## src/rtl/loc_dir_pkg.sv

```systemverilog
// Shared encodings for the locality-aware directory entry.
// Assumes: grant codes are decoded by the requesting core as listed.
package loc_dir_pkg;

    typedef enum logic [1:0] {
        G_LINE_RO = 2'd0,
        G_LINE_RW = 2'd1,
        G_WORD_RD = 2'd2,
        G_WORD_WR = 2'd3
    } grant_t;

    typedef enum logic [1:0] {
        S_IDLE = 2'd0,
        S_INV  = 2'd1,
        S_WAIT = 2'd2,
        S_RESP = 2'd3
    } fsm_t;

endpackage

```

## src/rtl/loc_dir_decide.sv

```systemverilog
// Combinational policy for one accepted request: the grant, the cores to
// invalidate, the counters to clear, and the requester's new mode/counter.
// Assumes: cnt of a private core is nonzero only while it holds a copy.
module loc_dir_decide
    import loc_dir_pkg::*;
#(
    parameter int N_CORES = 8,
    parameter int CNT_W   = 4,
    parameter int CW      = 3
) (
    input  logic                            is_write,
    input  logic [CW-1:0]                   core,
    input  logic [CNT_W-1:0]                thresh,
    input  logic [N_CORES-1:0]              mode_priv,
    input  logic [N_CORES-1:0][CNT_W-1:0]   cnt,
    output logic [1:0]                      grant,
    output logic                            no_alloc,
    output logic [N_CORES-1:0]              victims,
    output logic [N_CORES-1:0]              clr_mask,
    output logic [CNT_W-1:0]                new_cnt,
    output logic                            new_priv
);
    localparam logic [CNT_W-1:0] CNT_MAX = '1;
    localparam logic [CNT_W-1:0] CNT_ONE = CNT_W'(1);

    logic [N_CORES-1:0] active;
    logic [N_CORES-1:0] self;
    logic [CNT_W-1:0]   own_cnt;
    logic [CNT_W-1:0]   bumped;
    logic               reached;

    // Active private holders: private mode with a nonzero marker.
    for (genvar gi = 0; gi < N_CORES; gi++) begin : g_active
        assign active[gi] = mode_priv[gi] && (cnt[gi] != '0);
    end

    // Requester one-hot and its saturating counter increment.
    always_comb begin
        self          = '0;
        self[core]    = 1'b1;
        own_cnt       = cnt[core];
        bumped        = (own_cnt == CNT_MAX) ? CNT_MAX : own_cnt + CNT_ONE;
        reached       = (bumped >= thresh);
    end

    // Grant policy and side effects on the other cores.
    always_comb begin
        victims  = is_write ? (active & ~self) : '0;
        if (!is_write)
            clr_mask = '0;
        else if (mode_priv[core])
            clr_mask = ~mode_priv & ~self;
        else
            clr_mask = ~self;

        if (mode_priv[core] || reached) begin
            grant    = is_write ? G_LINE_RW : G_LINE_RO;
            no_alloc = 1'b0;
            new_cnt  = CNT_ONE;
            new_priv = 1'b1;
        end else begin
            grant    = is_write ? G_WORD_WR : G_WORD_RD;
            no_alloc = 1'b1;
            new_cnt  = bumped;
            new_priv = 1'b0;
        end
    end
endmodule

```

## src/rtl/loc_dir_inv_track.sv

```systemverilog
// Tracks which invalidated cores still owe an acknowledgement.
// Assumes: load and an ack never target the same core in one cycle.
module loc_dir_inv_track #(
    parameter int N_CORES = 8,
    parameter int CW      = 3
) (
    input  logic               clk,
    input  logic               rst_n,
    input  logic               load,
    input  logic [N_CORES-1:0] load_mask,
    input  logic               ack_valid,
    input  logic [CW-1:0]      ack_core,
    output logic [N_CORES-1:0] pending
);
    // Load the victim set on accept; drop bits as acks arrive.
    always_ff @(posedge clk) begin
        if (!rst_n)
            pending <= '0;
        else if (load)
            pending <= load_mask;
        else if (ack_valid)
            pending[ack_core] <= 1'b0;
    end

    // outstanding set only shrinks between loads.
    a_r9_pending_shrinks: assert property (@(posedge clk) disable iff (!rst_n)
        !load |=> ((pending & ~$past(pending)) == '0));
endmodule

```

## src/rtl/loc_dir_entry.sv

```systemverilog
// Directory entry for one line: per-core mode and reuse counter, request
// sequencing, invalidation issue and ack collection, response holding.
// Assumes: acks are always accepted; thresh is 1 or more.
module loc_dir_entry
    import loc_dir_pkg::*;
#(
    parameter int N_CORES = 8,
    parameter int CNT_W   = 4,
    localparam int CW     = (N_CORES > 1) ? $clog2(N_CORES) : 1
) (
    input  logic               clk,
    input  logic               rst_n,
    input  logic [CNT_W-1:0]   thresh,
    input  logic               req_valid,
    output logic               req_ready,
    input  logic               req_write,
    input  logic [CW-1:0]      req_core,
    input  logic               ack_valid,
    input  logic [CW-1:0]      ack_core,
    input  logic [CNT_W-1:0]   ack_count,
    output logic               inv_valid,
    input  logic               inv_ready,
    output logic [N_CORES-1:0] inv_mask,
    output logic               rsp_valid,
    input  logic               rsp_ready,
    output logic [CW-1:0]      rsp_core,
    output logic [1:0]         rsp_grant,
    output logic               rsp_no_alloc
);
    fsm_t                          state;
    logic [N_CORES-1:0]            mode_priv;
    logic [N_CORES-1:0][CNT_W-1:0] cnt;
    logic [N_CORES-1:0]            pending;
    logic                          accept;

    logic [1:0]         d_grant;
    logic               d_no_alloc;
    logic [N_CORES-1:0] d_victims;
    logic [N_CORES-1:0] d_clr;
    logic [CNT_W-1:0]   d_new_cnt;
    logic               d_new_priv;

    assign req_ready = (state == S_IDLE);
    assign accept    = req_valid && req_ready;
    assign inv_valid = (state == S_INV);
    assign rsp_valid = (state == S_RESP);

    loc_dir_decide #(.N_CORES(N_CORES), .CNT_W(CNT_W), .CW(CW)) u_decide (
        .is_write (req_write),
        .core     (req_core),
        .thresh   (thresh),
        .mode_priv(mode_priv),
        .cnt      (cnt),
        .grant    (d_grant),
        .no_alloc (d_no_alloc),
        .victims  (d_victims),
        .clr_mask (d_clr),
        .new_cnt  (d_new_cnt),
        .new_priv (d_new_priv)
    );

    loc_dir_inv_track #(.N_CORES(N_CORES), .CW(CW)) u_track (
        .clk      (clk),
        .rst_n    (rst_n),
        .load     (accept),
        .load_mask(d_victims),
        .ack_valid(ack_valid),
        .ack_core (ack_core),
        .pending  (pending)
    );

    // Request sequencing: invalidate, wait for acks, then respond.
    always_ff @(posedge clk) begin
        if (!rst_n) begin
            state <= S_IDLE;
        end else begin
            case (state)
                S_IDLE: if (accept) state <= (d_victims != '0) ? S_INV : S_RESP;
                S_INV:  if (inv_ready) state <= S_WAIT;
                S_WAIT: if (pending == '0) state <= S_RESP;
                S_RESP: if (rsp_ready) state <= S_IDLE;
                default: state <= S_IDLE;
            endcase
        end
    end

    // Capture response fields and invalidation mask at accept.
    always_ff @(posedge clk) begin
        if (!rst_n) begin
            rsp_core     <= '0;
            rsp_grant    <= '0;
            rsp_no_alloc <= 1'b0;
            inv_mask     <= '0;
        end else if (accept) begin
            rsp_core     <= req_core;
            rsp_grant    <= d_grant;
            rsp_no_alloc <= d_no_alloc;
            inv_mask     <= d_victims;
        end
    end

    // Per-core mode and counter: ack reclassifies, then request overrides.
    always_ff @(posedge clk) begin
        if (!rst_n) begin
            mode_priv <= '1;
            cnt       <= '0;
        end else begin
            for (int i = 0; i < N_CORES; i++) begin
                if (ack_valid && (ack_core == CW'(i))) begin
                    cnt[i]       <= '0;
                    mode_priv[i] <= (ack_count >= thresh);
                end
                if (accept) begin
                    if (d_clr[i]) cnt[i] <= '0;
                    if (req_core == CW'(i)) begin
                        cnt[i]       <= d_new_cnt;
                        mode_priv[i] <= d_new_priv;
                    end
                end
            end
        end
    end

    // no new request while acks are outstanding.
    a_r10_hold_off: assert property (@(posedge clk) disable iff (!rst_n)
        (pending != '0) |-> !req_ready);
    // a response only after all acks arrived.
    a_r10_resp_after_acks: assert property (@(posedge clk) disable iff (!rst_n)
        rsp_valid |-> (pending == '0));
    // a stalled response stays put.
    a_r12_rsp_hold: assert property (@(posedge clk) disable iff (!rst_n)
        (rsp_valid && !rsp_ready) |=> (rsp_valid && $stable(rsp_grant)
            && $stable(rsp_core) && $stable(rsp_no_alloc)));
    // no-allocate flag exactly on word grants.
    a_r11_word_flag: assert property (@(posedge clk) disable iff (!rst_n)
        rsp_valid |-> (rsp_no_alloc == (rsp_grant == G_WORD_RD || rsp_grant == G_WORD_WR)));
    // an invalidation is never empty and never hits the requester.
    a_r9_inv_mask: assert property (@(posedge clk) disable iff (!rst_n)
        inv_valid |-> ((inv_mask != '0) && !inv_mask[rsp_core]));
endmodule

```

## config.mk

```make
export PLATFORM = sky130hd
export DESIGN_NAME = loc_dir_entry
export DESIGN_NICKNAME = d
export VERILOG_FILES = /design/src/rtl/loc_dir_pkg.sv /design/src/rtl/loc_dir_decide.sv /design/src/rtl/loc_dir_inv_track.sv /design/src/rtl/loc_dir_entry.sv
export SDC_FILE = /design/constraint.sdc
export NUM_CORES = 1
export LEC_CHECK = 0
export ABC_AREA = 1
export BUFFER_PORTS_ARGS = -buffer_cell sky130_fd_sc_hd__buf_2
export CAP_MARGIN = 20
export CORE_MARGIN = 3
export CORE_UTILIZATION = 59
export CTS_CLUSTER_SIZE = 25
export DETAILED_ROUTE_END_ITERATION = 10
export GPL_ROUTABILITY_DRIVEN = 0
export HOLD_SLACK_MARGIN = 0.02
export PLACE_DENSITY = 0.8
export SYNTH_ARGS = -nofsm -noshare
export SYNTH_HDL_FRONTEND = slang
export SYNTH_SLANG_ARGS = --single-unit
```

## constraint.sdc

```tcl
create_clock -name clk -period 4.5 [get_ports clk]
set_input_delay 1.35 -clock clk [delete_from_list [all_inputs] [get_ports clk]]
set_output_delay 1.35 -clock clk [all_outputs]
set_load 0.02 [all_outputs]
```

**Word-level counts from Yosys, hierarchy flattened**

Index checks and enable logic that the tools add are counted.

- Register bits: 64
- Bits of input ports: 21
- Output and inout bits: 17
- Word-level logic and storage cells: 167

- $add $sub $neg: 1
- Order comparisons: 6
- Eq/ne operators: 22
- Muxes and demuxes: 82
- Bitwise gates (word level): 6
- Reduce and logical (&&, ||, !) cells: 35

Operator list:

| kind | count |
|---|---|
| 4-bit 2-to-1 mux | 35 |
| 8-bit 2-to-1 mux | 5 |
| 4-bit nonzero test | 8 |
| 1-bit 2-to-1 mux | 31 |
| 8-bit bitwise AND | 3 |
| 3-bit equality test (second input constant) | 8 |
| 8-bit NOT | 3 |
| 1-bit logical AND | 19 |
| 4-bit binary-select mux with 3-bit select | 1 |
| 3-bit by 2-bit equality test with 1-bit output (second input constant) | 4 |
| 2-bit 2-to-1 mux | 6 |
| 4-bit >= comparator | 2 |
| 8-bit zero test | 1 |
| 3-bit by 4-bit < comparator with 1-bit output (second input constant) | 2 |
| 2-bit case mux with 4 select lines | 1 |
| 8-bit nonzero test | 1 |
| 1-bit demux with 3-bit select | 2 |
| 3-bit by 1-bit equality test with 1-bit output (second input constant) | 2 |
| 3-bit by 1-bit >= comparator with 1-bit output (second input constant) | 2 |
| 3-bit zero test | 2 |
| 2-bit by 1-bit != test with 1-bit output (second input constant) | 3 |
| 4-bit by 1-bit adder with 4-bit output (second input constant) | 1 |
| 2-bit equality test (second input constant) | 2 |
| 4-bit equality test (second input constant) | 1 |
| 7 further kinds | 7 |

**Depth between registers and ports, before layout**

Gate-level depths: netlist of run 1.

- Depth after elaboration: 11
- Gate-level depth with buffers: 23
- Depth with buffers taken out: 20

**Modules after synthesis**

From an unflattened synthesis of run 1, not the netlist that was laid out.

- Cells, all modules: 633
- Area, all modules: 4000.1 um2

Modules (own cells, without submodules):

| module | instances | cells an instance | area each (um2) | sequential area each (um2) |
|---|---|---|---|---|
| loc_dir_entry | 1 | 385 | 2685.1 | 1121.1 |
| loc_dir_decide | 1 | 196 | 954.7 | 0.0 |
| loc_dir_inv_track | 1 | 52 | 360.3 | 160.2 |

**Least setup slack after synthesis of run 1**

No wires, ideal clock.

- Path type: input port to flip-flop
- From: input port req_core[0]
- To: register cnt[0] (netlist name)
- Setup time: 137 ps
- Arrival: 3719 ps
- Required time: 4363 ps
- Setup slack: 644 ps
- Stages on the path: 22
- Buffers on the path: 3
- Cell sequence: buf_4 -> buf_6 -> nand2_1 -> o21ai_0 -> nand2_1 -> nand2_1 -> nand2_1 -> nand2_1 -> ha_1 -> nand3_1 -> inv_1 -> a21o_1 -> buf_2 -> ha_1 -> inv_1 -> o21bai_1 -> nand3_1 -> o2111ai_1 -> a21oi_2 -> nand2_2 -> nand2_1 -> a21oi_1

- Longest elaborated chain between the ends: 11
- Elaborated cells on any way between the ends: 23
- Those cells by class: 1 x add/sub; 3 x order compare; 1 x eq/ne; 13 x mux; 2 x bitwise; 3 x reduce/logical

Ends and longest elaborated chain:

| what | RTL line | source |
|---|---|---|
| start, declared | loc_dir_entry.sv:17 | `input logic [CW-1:0] req_core,` |
| branches (longest 9 deep; another with 4-bit by 1-bit adder with 4-bit output) | - |  |
| 4-bit 2-to-1 mux (*) | loc_dir_entry.sv:115 | `if (req_core == CW'(i)) begin` |
| 4-bit 2-to-1 mux (*) | loc_dir_entry.sv:113 | `if (accept) begin` |
| end signal, assigned by index | loc_dir_entry.sv:116 | `cnt[i] <= d_new_cnt;` |
| end, declared | loc_dir_entry.sv:32 | `logic [N_CORES-1:0][CNT_W-1:0] cnt;` |

Every way passes the cells marked *. The select of a mux whose other input is x is not followed.
A chain may end at the register's enable or synchronous reset.

**Worst setup path after layout of run 1**

- From: input port req_core[0]
- To: register cnt[1] (netlist name)

Same word-level chain as after synthesis.

==> results of run 1 <==
==> critical path, delay by kind of cell <==
family                     cells  cell delay (ps)
AOI/OAI and AO/OA              2              330
adders and majority gates      2              600
and+or+nand+nor               13             1120
buffers and inverters          4              690
==> metrics by stage <==
step                instance area, sq um  worst slack, ps  utilization, %  instances  power [mW]
CTS                                 4080              652            68.4        662        1.50
floorplan                           3650              644               -        546       0.883
global placement                    3870              380            64.9        646       0.975
detailed placement                  3870              303            64.9        646       0.986
finish                              4080              603            68.4        662        1.51
global route                        4080              316            68.4        662        1.58
==> where the power goes <==
group / switching [mW] / leakage, nW / internal, mW
registers: 0.0217 / 0.510 / 0.588
clock network: 0.223 / 0.109 / 0.300
logic: 0.266 / 1.18 / 0.108
total: 0.511 / 1.80 / 0.996
==> worst paths after layout <==
kind | start | end | slack [ps] | depth (start not counted)
min | inv_mask[3] | inv_mask[3] | 460 | 2
min reg2reg | inv_mask[3] | inv_mask[3] | 460 | 2
max reg2reg | cnt[0] | cnt[30] | 1540 | 19
max | req_core[0] | cnt[1] | 600 | 21
==> cell type report <==
type                       count  area (sq um)  share of cell area, %
inverter                      58           218                   5.34
multi-input combinational    407          2060                   50.6
clock buffer                  13           169                   4.14
tap                           75          93.8                   2.30
timing repair buffer          43           230                   5.65
sequential                    63          1260                   30.9
clock inverter                 3          40.0                  0.982
==> sequential cells by signal, summed over array words and instances (netlist names) <==
name / cells
state: 2
rsp_grant: 2
inv_mask: 8
u_track.pending: 8
rsp_core: 3
cnt: 32
mode_priv: 8
==> cell usage in the layout, fill, tap and decap left out, types with 2 or more instances in the layout <==
cell        n
or2_2       7
nor2_1     53
o41ai_1     2
a21oi_2     8
buf_4       6
a22oi_1     2
nand3_2     2
nand2_1   135
a21oi_1    59
nand4_1     8
clkbuf_8   12
inv_1      53
inv_2       4
dfxtp_1    63
nor2_4      9
o21ai_0    23
nand3_1    59
o21ai_1     7
clkinv_2    2
nor3_1      4
o211ai_1    2
buf_2      37
nand2_2     3
ha_1       13
==> kinds of logic after synthesis <==
group | after synthesis
adders and majority gates | 13
and+or+nand+nor | 285
DFF | 63
AOI/OAI and AO/OA | 109
buffers and inverters | 76
==> per-layer routing <==
| layer | share of wire, % | wire, microns | global-route usage, % | vias to the layer above |
|---|---|---|---|---|
| met5 | 0 | 0 | 0 | - |
| met4 | 3.1 | 315 | 11.4 | 0 |
| li1 | - | - | - | 1864 |
| met1 | 42 | 4280 | 37.7 | 1711 |
| met2 | 45 | 4600 | 47.9 | 196 |
| met3 | 11 | 1080 | 8.93 | 38 |
==> reports/metrics.sh, run 1 <==
PATH_COMMON_CELL='nand2_1'
MIN_PERIOD_PS=3900
HOLD-WORST-SLACK_PS=463
SYNTH_TOP_FAMILY_BY_AREA='simple AND/OR/NAND/NOR gates'
WORST_PATH_MAX_DELAY_CELL='ha_1'
FINCLKSKEW_PS=7.94
CP_DATA_REQUIRED_TIME_PS=4700
SYNTH_FP_NETS=580
CTS.REPORTEDPATHS.CLKPINSLEW_PS=70
SYNTH_XOR_XNOR_AREA_SHARE_PCT=0
SYNTH_TOP_AREA_SHARE_PCT=34.6
TOTAL_NUMBER_OF_VIAS=3809
WL_MICRONS=10300
CTS.ROOT.BUFFER_CELL='clkbuf_8'
YOSYSMOSTFREQUENTCELL='nand2_1'
SYNTH_CELLS=546
CRIT_CHAIN='buf_2 > inv_2 > nand2_1 > nand2_1 > nand2_1 > nand2_1 > nand2_1 > nand2_1 > ha_1 > nand3_1 > nand2_1 > nand3_1 > nand2_2 > ha_1 > inv_1 > o2111ai_1 > nand2b_1 > buf_4 > nor2_4 > nand2_1 > a21oi_1'
COREAREA_SQ_UM=5960
POST_CTS_RESIZE_COUNT=0
SYNTH.CELL_AREA_SQ_UM=3650
COUNT_OF_ENDPOINTS_FAILING_SETUP_IN_THE_FINAL_REPORT=0
SYNTH_ENABLE_FLOP_CELLS=0
GRT_FIRST_PASS_WIRELENGTH_MICRONS=16900
DIE-AREA_SQ_UM=7160
DRCVIOLATIONCOUNT=0
UNREPAIRED_SETUP_ENDPOINTS_AFTER_GLOBAL_ROUTING='no'
SYN_TO_FINAL_GROWTH_PCT=11.7
CTS_SETUP_BUFFERS=0
INITIALDRTVIOLATIONCOUNT=498
WORST_EP_ARRIVAL_TIME_PS=4100
DRT-PASS1-ITER-COUNT=5
GRT_PASS1_VIAS=3594
RUN_STATUS='complete, no violations'
DIE_Y_MICRONS=84.6
PEAK_SUPPLY_DROP_V=0.000386
CTS_TREE='done'
DIEWIDTH_MICRONS=84.6
SYNTH-ADDER-AREA-SHARE_PCT=4.46
FINAL_ANTENNA_NET_COUNT=0
WORST_HOLD_PATH_TYPE='register to register'
WORST_SETUP_PATH_START_KIND='input pin'
CTS-HOLD-FIX-BUFFERS=0
SETUP_TOTAL_NEGATIVE_SLACK_PS=0
POWER-PER-CELL-AREA_nW_PER_UM2=370
WORST_PIN_SLEW_PS=858
GRT_ANTENNA_BEFORE_REPAIR=0
TIMING.MAX_CAP.VIOLATIONS=0
WORSTPATHMAXFANOUT=15
GRT_USAGE_PCT=29.8
NUMBER_OF_SYNTHESIZED_REGISTER_BITS=63
FINALHOLDVIOLCOUNT=0
SYNTH_SIMPLE_GATE_AREA_SHARE_PCT=35.4
POWER_LEAKAGE_nW=1.80
SYNTH-WARNING-COUNT=0
NUMBER_OF_CTS_INSERTED_BUFFERS=9
CTS.SINKS=63
STD_CELL_ROWS=28
SYNTH_COMPOUND_GATE_AREA_SHARE_PCT=16.7
DIODES=0
POSTSYNTH.ASYNCRESETSHARE_PCT=0
SETUP_CRIT_END_KIND='register'
SYN-MEAN-INSTANCE-AREA_SQ_UM=6.68
MAXSLEWHEADROOM_PCT=42.6
SYNTH_SEQUENTIAL_AREA_RATIO_PCT=34.6
GRT_MAX_DEGREE=32
POST_SYNTHESIS_CELL_TYPE_WITH_THE_LARGEST_COMBINED_AREA='dfxtp_1'
NNETSFINAL=616
FILLER_CELL_COUNT=535
MAX_FREQ_MHz=257
SYNTH.AREA.MUX_SHARE_PCT=0
SLOWEST_DELAY_PS=390
CTSLONGESTPATHBUFFERS=2
H-TREE-DEPTH=3
WIRE_PER_INST_MICRONS=15.5
IOS=38
CLKLATENCYLATEPIN_PS=350
FINAL_LAYOUT_SIZE_SUFFIX_GT1_SHARE_PCT=15.8
WORST-SETUP-PATH-TYPE='input pin to register'
POST_ROUTE_FRACTION_OF_THE_PERIOD_CONSUMED_BY_THE_CRITICAL_PATH_PCT=86.6
DOMINANTREGCELLSYNTH='dfxtp_1'
HPWL_AFTER_DETAILED_PLACEMENT_MICRONS=7490
SYNTH_AREA_LEADERS='dfxtp_1 35%, nand2_1 14%, a21oi_1 8.1%'
NETLIST-CELL-TYPE-COUNT=37
POST_DRT_VIA_CELL_RATIO=5.75
PLACEMENT.IO_BUFFERS=37
FINAL_REPORT_MAX_SLEW_VIOLATION_COUNT=0
SYNTH_TOP_CELLS_BY_COUNT='135 x nand2_1, 63 x dfxtp_1, 59 x a21oi_1, 59 x nand3_1'
OVERFLOW=0
STARTING_DENSITY_PCT=61.2
No activity file was read; power rests on OpenSTA's default activity.
==> run 2: changes to the inputs <==
- CELL_PAD_IN_SITES_DETAIL_PLACEMENT: not set -> 1
- CELL_PAD_IN_SITES_GLOBAL_PLACEMENT: not set -> 2
- CORE_UTILIZATION: 59 -> 35
- PLACE_DENSITY: 0.8 -> not set
- PLACE_DENSITY_LB_ADDON: not set -> 0.1
- clock period: 4.5 -> 4.9 ns (I/O delays scaled with it)
==> run 2 against run 1 <==
Largest cell class unchanged. Clock power is 9.0% higher. Highest routed layer unchanged. Die area is 63% higher. Worst setup slack better by 370 ps. Worst hold slack worse by 0.74 ps. Clock skew is 5.4 ps higher. Critical path type unchanged. Utilization is 26 points lower. Via count is 1.1% higher.
==> reports/metrics.sh, run 2 (synthesized netlist as in run 1, its figures left out) <==
RUN_STATUS='complete, no violations'
NUMBER_OF_CTS_INSERTED_BUFFERS=9  # unchanged
DP_SLACK_PS=623  # +321 ps
FINALHOLDVIOLCOUNT=0  # unchanged
SETUP_TOTAL_NEGATIVE_SLACK_PS=0  # unchanged
WORST_EP_ARRIVAL_TIME_PS=4210  # +110 ps
WORST_SETUP_PATH_START_KIND='input pin'
CTS.SINKS=63  # unchanged
OVERFLOW=0  # unchanged
STARTING_DENSITY_PCT=36.6  # -25 points
DIE_Y_MICRONS=108  # +28%
DIE-AREA_SQ_UM=11700  # +63%
ROUTE.MET3.WL_MICRONS=594  # -45%
MOSTFREQUENTLAYOUTCELL='nand2_1'
CTS.ROOT.BUFFER_CELL='clkbuf_8'
ROUTE.LAYER.MET1.WL_MICRONS=6420  # +50%
WORST_PATH_MAX_DELAY_CELL='ha_1'
STD_CELL_ROWS=36  # +29%
WL_MICRONS=13300  # +30%
FINAL_ANTENNA_NET_COUNT=0  # unchanged
COUNT_OF_ENDPOINTS_FAILING_SETUP_IN_THE_FINAL_REPORT=0  # unchanged
GRT_FIRST_PASS_WIRELENGTH_MICRONS=21300  # +26%
LAYOUT.CELLS.MOST_COMMON_LIST='135 x nand2_1, 63 x dfxtp_1, 59 x nand3_1, 59 x a21oi_1'
HPWL_AFTER_DETAILED_PLACEMENT_MICRONS=9920  # +32%
FINAL_LAYOUT_SIZE_SUFFIX_GT1_SHARE_PCT=16.1  # +0.23 points
WORST-SETUP-PATH-TYPE='input pin to register'
SLOWEST_DELAY_PS=250  # -140 ps
DRT-PASS1-ITER-COUNT=5  # unchanged
POST-PLACE-CELLS=708  # +9.6%
MAXSLEWHEADROOM_PCT=52.5  # +9.9 points
SETUP_CRIT_END_KIND='register'
LAYOUT.CELLS.NON_FILLER=724  # +9.4%
WIRE_PER_INST_MICRONS=18.4  # +19%
TIMING.MAX_CAP.VIOLATIONS=0  # unchanged
TOTAL_NUMBER_OF_VIAS=3849  # +1.1%
POWER-PER-CELL-AREA_nW_PER_UM2=354  # -4.3%
CTS.REPORTEDPATHS.CLKPINSLEW_PS=70  # about the same
LAYOUT_SETUP_WS_PS=976  # +372 ps
CTS_TREE='done'
H-TREE-DEPTH=3  # unchanged
FINCLKSKEW_PS=13.3  # +5.37 ps
WORST_HOLD_PATH_TYPE='register to register'
DRCVIOLATIONCOUNT=0  # unchanged
WORSTPATHMAXFANOUT=15  # unchanged
FINAL_REPORT_MAX_SLEW_VIOLATION_COUNT=0  # unchanged
CRIT_CHAIN='buf_2 > inv_2 > nand2_1 > nand2_1 > nand2_1 > nand2_1 > nand2_1 > nand2_1 > ha_1 > nand3_1 > inv_1 > a21o_1 > ha_1 > inv_1 > o21bai_1 > nand3_1 > o2111ai_1 > nand2b_1 > buf_12 > nor2_4 > nand2_1 > a21oi_1'
GRT_MAX_DEGREE=51  # +59%
DIODES=0  # unchanged
CTS-HOLD-FIX-BUFFERS=0  # unchanged
TOP_REGISTER='cnt'
CLKLATENCYLATEPIN_PS=360  # about the same
MIN_PERIOD_PS=3920
PEAK_SUPPLY_DROP_V=0.000131  # -66%
NNETSFINAL=620  # +0.65%
WORST_PIN_SLEW_PS=705  # -153 ps
CTSLONGESTPATHBUFFERS=2  # unchanged
MAX_FREQ_MHz=255
PLACEMENT.IO_BUFFERS=37  # unchanged
FINISHED_CORE_UTIL_PCT=42.4  # -26 points
LARGEST_REGISTER_FFS=32  # unchanged
DIEWIDTH_MICRONS=108  # +28%
CTS_SETUP_BUFFERS=0  # unchanged
POST_DRT_VIA_CELL_RATIO=5.32  # -7.6%
MET2WIRELENGTH_MICRONS=6130  # +33%
POWER_LEAKAGE_nW=1.84  # +1.9%
CP_DATA_REQUIRED_TIME_PS=5180  # +480 ps
INITIALDRTVIOLATIONCOUNT=151  # -70%
GRT_USAGE_PCT=24.2  # -5.7 points
UNREPAIRED_SETUP_ENDPOINTS_AFTER_GLOBAL_ROUTING='no'
TOP_LAYER='met4'
COREAREA_SQ_UM=9950  # +67%
FILLER_CELL_COUNT=1292  # +140%
IOS=38  # unchanged
PATH_COMMON_CELL='nand2_1'
GRT_ANTENNA_BEFORE_REPAIR=0  # unchanged
GRT_PASS1_VIAS=3927  # +9.3%
POST_ROUTE_FRACTION_OF_THE_PERIOD_CONSUMED_BY_THE_CRITICAL_PATH_PCT=80.1
POST_CTS_RESIZE_COUNT=0  # unchanged
SYN_TO_FINAL_GROWTH_PCT=15.7
-- run 2: worst max-delay path: cells and delay by family --
family | cells | cell delay (ps)
simple gates | 11 | 1100
buf+inv | 5 | 720
compound gates | 4 | 470
fa+ha+maj | 2 | 440
-- run 2: stage by stage --
step | hold WS, ps | cell area (sq um) | power (mW)
after floorplan | 460 | 3650 | 0.811
after global placement | 452 | 3980 | 0.927
after detailed placement | 457 | 3980 | 0.934
after CTS | 468 | 4220 | 1.51
after global routing | 485 | 4220 | 1.57
final | 462 | 4220 | 1.49
-- run 2: cell type report --
class	instances	area, sq um	area share [%]
timing repair buffer	47	273	6.46
inverter	58	218	5.16
tap	133	166	3.94
multi-input combinational	407	2060	48.9
clock inverter	3	90.1	2.13
sequential	63	1260	29.9
clock buffer	13	149	3.53
-- run 2: path summary, 6_finish.rpt --
check / endpoint / slack, ps / cells past startpoint / from
max: cnt[1] / 980 / 22 / req_core[0]
min: inv_mask[0] / 460 / 2 / inv_mask[0]
max reg2reg: cnt[1] / 1930 / 20 / cnt[1]
min reg2reg: inv_mask[0] / 460 / 2 / inv_mask[0]
-- run 2: report_power, final --
group,internal (mW),switching [mW],total (mW)
Sequential,0.540,0.0196,0.559
Combinational,0.106,0.258,0.364
Clock,0.353,0.216,0.569
Total,0.999,0.493,1.49
-- run 2: layer usage --
metal / vias up / track usage [%]
met5: - / 0
met1: 1860 / 32.8
met2: 87 / 39.0
met4: 0 / 7.39
met3: 16 / 4.30
li1: 1886 / -
==> run 3: changes to the inputs <==
- CORE_UTILIZATION: 35 -> 33
- clock period: 4.9 -> 3.85 ns (I/O delays scaled with it)
==> run 3 against run 2 <==
Worst setup slack got worse by 620 ps. Via count decreased by 1.0%. Clock skew up 1.8 ps. Flip-flop and latch count stayed put. Global-route usage shrank 2.7 points. Largest cell class unchanged. Register-to-register slack worse by 910 ps. Non-clock buffer count up 5. Routed wire length shrank 2.6%.
==> reports/metrics.sh, run 3 (synthesized netlist as in run 1, its figures left out) <==
DIE_Y_MICRONS=111  # +2.8%
FINAL_ANTENNA_NET_COUNT=0  # unchanged
CTS.ROOT.BUFFER_CELL='clkbuf_8'
LAYOUT_SETUP_WS_PS=360  # -615 ps
WIRE_PER_INST_MICRONS=17.8  # -3.6%
POST_CTS_RESIZE_COUNT=0  # unchanged
CP_DATA_REQUIRED_TIME_PS=4140  # -1040 ps
WORST-SETUP-PATH-TYPE='input pin to register'
SETUP_CRIT_END_KIND='register'
POST_DRT_VIA_CELL_RATIO=5.20  # -2.1%
DIEWIDTH_MICRONS=111  # +2.8%
RUN_STATUS='complete, no violations'
DRCVIOLATIONCOUNT=0  # unchanged
STARTING_DENSITY_PCT=34.6  # -2.1 points
CTSLONGESTPATHBUFFERS=2  # unchanged
FINCLKSKEW_PS=15.1  # +1.78 ps
OVERFLOW=0  # unchanged
H-TREE-DEPTH=3  # unchanged
TOP_REGISTER='cnt'
MAX_FREQ_MHz=287
COUNT_OF_ENDPOINTS_FAILING_SETUP_IN_THE_FINAL_REPORT=0  # unchanged
PLACEMENT.IO_BUFFERS=37  # unchanged
NNETSFINAL=625  # +0.81%
NUMBER_OF_CTS_INSERTED_BUFFERS=9  # unchanged
FINAL_REPORT_MAX_SLEW_VIOLATION_COUNT=0  # unchanged
POST_ROUTE_FRACTION_OF_THE_PERIOD_CONSUMED_BY_THE_CRITICAL_PATH_PCT=90.6
POST_DP_CELL_AREA_SQ_UM=4020  # +1.0%
GRT_MAX_DEGREE=33  # -35%
DRT-PASS1-ITER-COUNT=4  # -1
WORST_EP_ARRIVAL_TIME_PS=3780  # -430 ps
SYN_TO_FINAL_GROWTH_PCT=15.5
GRT_FIRST_PASS_WIRELENGTH_MICRONS=21000  # -1.3%
CLKLATENCYLATEPIN_PS=360  # about the same
GRT_ANTENNA_BEFORE_REPAIR=0  # unchanged
CTS-HOLD-FIX-BUFFERS=0  # unchanged
FILLER_CELL_COUNT=1402  # +8.5%
INITIALDRTVIOLATIONCOUNT=187  # +24%
IOS=38  # unchanged
MAXSLEWHEADROOM_PCT=42.0  # -10 points
MULTI_INPUT_AREA_SQ_UM=2060  # unchanged
FINAL_LAYOUT_SIZE_SUFFIX_GT1_SHARE_PCT=16.9  # +0.87 points
FINALHOLDVIOLCOUNT=0  # unchanged
TOTAL_NUMBER_OF_VIAS=3810  # -1.0%
LAYOUT.CELLS.MOST_COMMON_LIST='135 x nand2_1, 63 x dfxtp_1, 59 x nand3_1, 59 x a21oi_1'
UNREPAIRED_SETUP_ENDPOINTS_AFTER_GLOBAL_ROUTING='no'
GRT_PASS1_VIAS=3963  # +0.92%
FF_LATCH_AREA_SQ_UM=1260  # unchanged
LARGEST_REGISTER_FFS=32  # unchanged
CTS_TREE='done'
WL_MICRONS=13000  # -2.6%
HPWL_AFTER_DETAILED_PLACEMENT_MICRONS=9940  # +0.20%
WORST_PIN_SLEW_PS=868  # +163 ps
GRT_USAGE_PCT=21.4  # -2.7 points
TIMING.MAX_CAP.VIOLATIONS=0  # unchanged
STD_CELL_ROWS=37  # +2.8%
PEAK_SUPPLY_DROP_V=0.000259  # +97%
POST-ROUTE-CELL-AREA_SQ_UM=4210  # -0.18%
CTS_SETUP_BUFFERS=0  # unchanged
DP_SLACK_PS=14.1  # -609 ps
CTS.SINKS=63  # unchanged
MIN_PERIOD_PS=3490
MOSTFREQUENTLAYOUTCELL='nand2_1'
COREAREA_SQ_UM=10600  # +6.0%
POWER_LEAKAGE_nW=1.84  # -0.20%
DIE-AREA_SQ_UM=12300  # +5.7%
WORST_SETUP_PATH_START_KIND='input pin'
WORSTPATHMAXFANOUT=10  # -5
POWER-PER-CELL-AREA_nW_PER_UM2=419  # +19%
WORST_HOLD_PATH_TYPE='register to register'
DIODES=0  # unchanged
CTS.REPORTEDPATHS.CLKPINSLEW_PS=80  # about the same
SETUP_TOTAL_NEGATIVE_SLACK_PS=0  # unchanged
-- run 3: path summary, 6_finish.rpt --
path | from | cells after the start | slack (ps) | endpoint
max | req_core[0] | 22 | 360 | cnt[17]
min | inv_mask[6] | 2 | 470 | inv_mask[6]
max reg2reg | cnt[0] | 20 | 1020 | cnt[17]
min reg2reg | inv_mask[6] | 2 | 470 | inv_mask[6]
-- run 3: power breakdown --
group          total (mW)  leakage, nW  switching (mW)  internal, mW
Sequential          0.711        0.510          0.0237         0.687
Clock               0.591       0.0895           0.292         0.300
Combinational       0.463         1.24           0.325         0.138
Total                1.77         1.84           0.641          1.12
-- run 3: layout make-up --
type,count,share of cell area [%]
multi-input combinational,407,49.0
sequential,63,29.9
timing repair buffer,52,7.37
inverter,58,5.17
tap,136,4.04
clock buffer,11,3.12
clock inverter,5,1.40
-- run 3: per-stage QoR --
step,util [%],hold WS (ps),power [mW],instances
floorplan,-,460,1.03,546
global route,39.9,499,1.86,732
detailed placement,38.1,461,1.19,716
finish,39.9,467,1.77,732
global placement,38.1,452,1.18,716
CTS,39.9,473,1.79,732
-- run 3: layer usage --
layer | share of wire [%] | routed length [microns] | vias up | global-route usage, %
li1 | - | - | 1886 | -
met1 | 47 | 6150 | 1847 | 27.8
met2 | 48 | 6220 | 61 | 36.9
met3 | 3.5 | 458 | 16 | 4.42
met4 | 1.3 | 174 | 0 | 4.38
met5 | 0 | 0 | - | 0
-- run 3: critical path, stage by stage --
cell and delay [ps]:
buf_2 150, buf_4 190, nand2_1 60, nand2_1 50, nand2_1 80, nand2_1 60
nand2_1 60, nand2_1 70, ha_1 210, nand3_1 120, inv_1 70, a21o_1 180
ha_1 290, inv_1 60, o21bai_1 60, nand3_1 70, o2111ai_1 150, nand2b_1 220
buf_12 180, nor2_4 110, nand2_1 60, a21oi_1 130
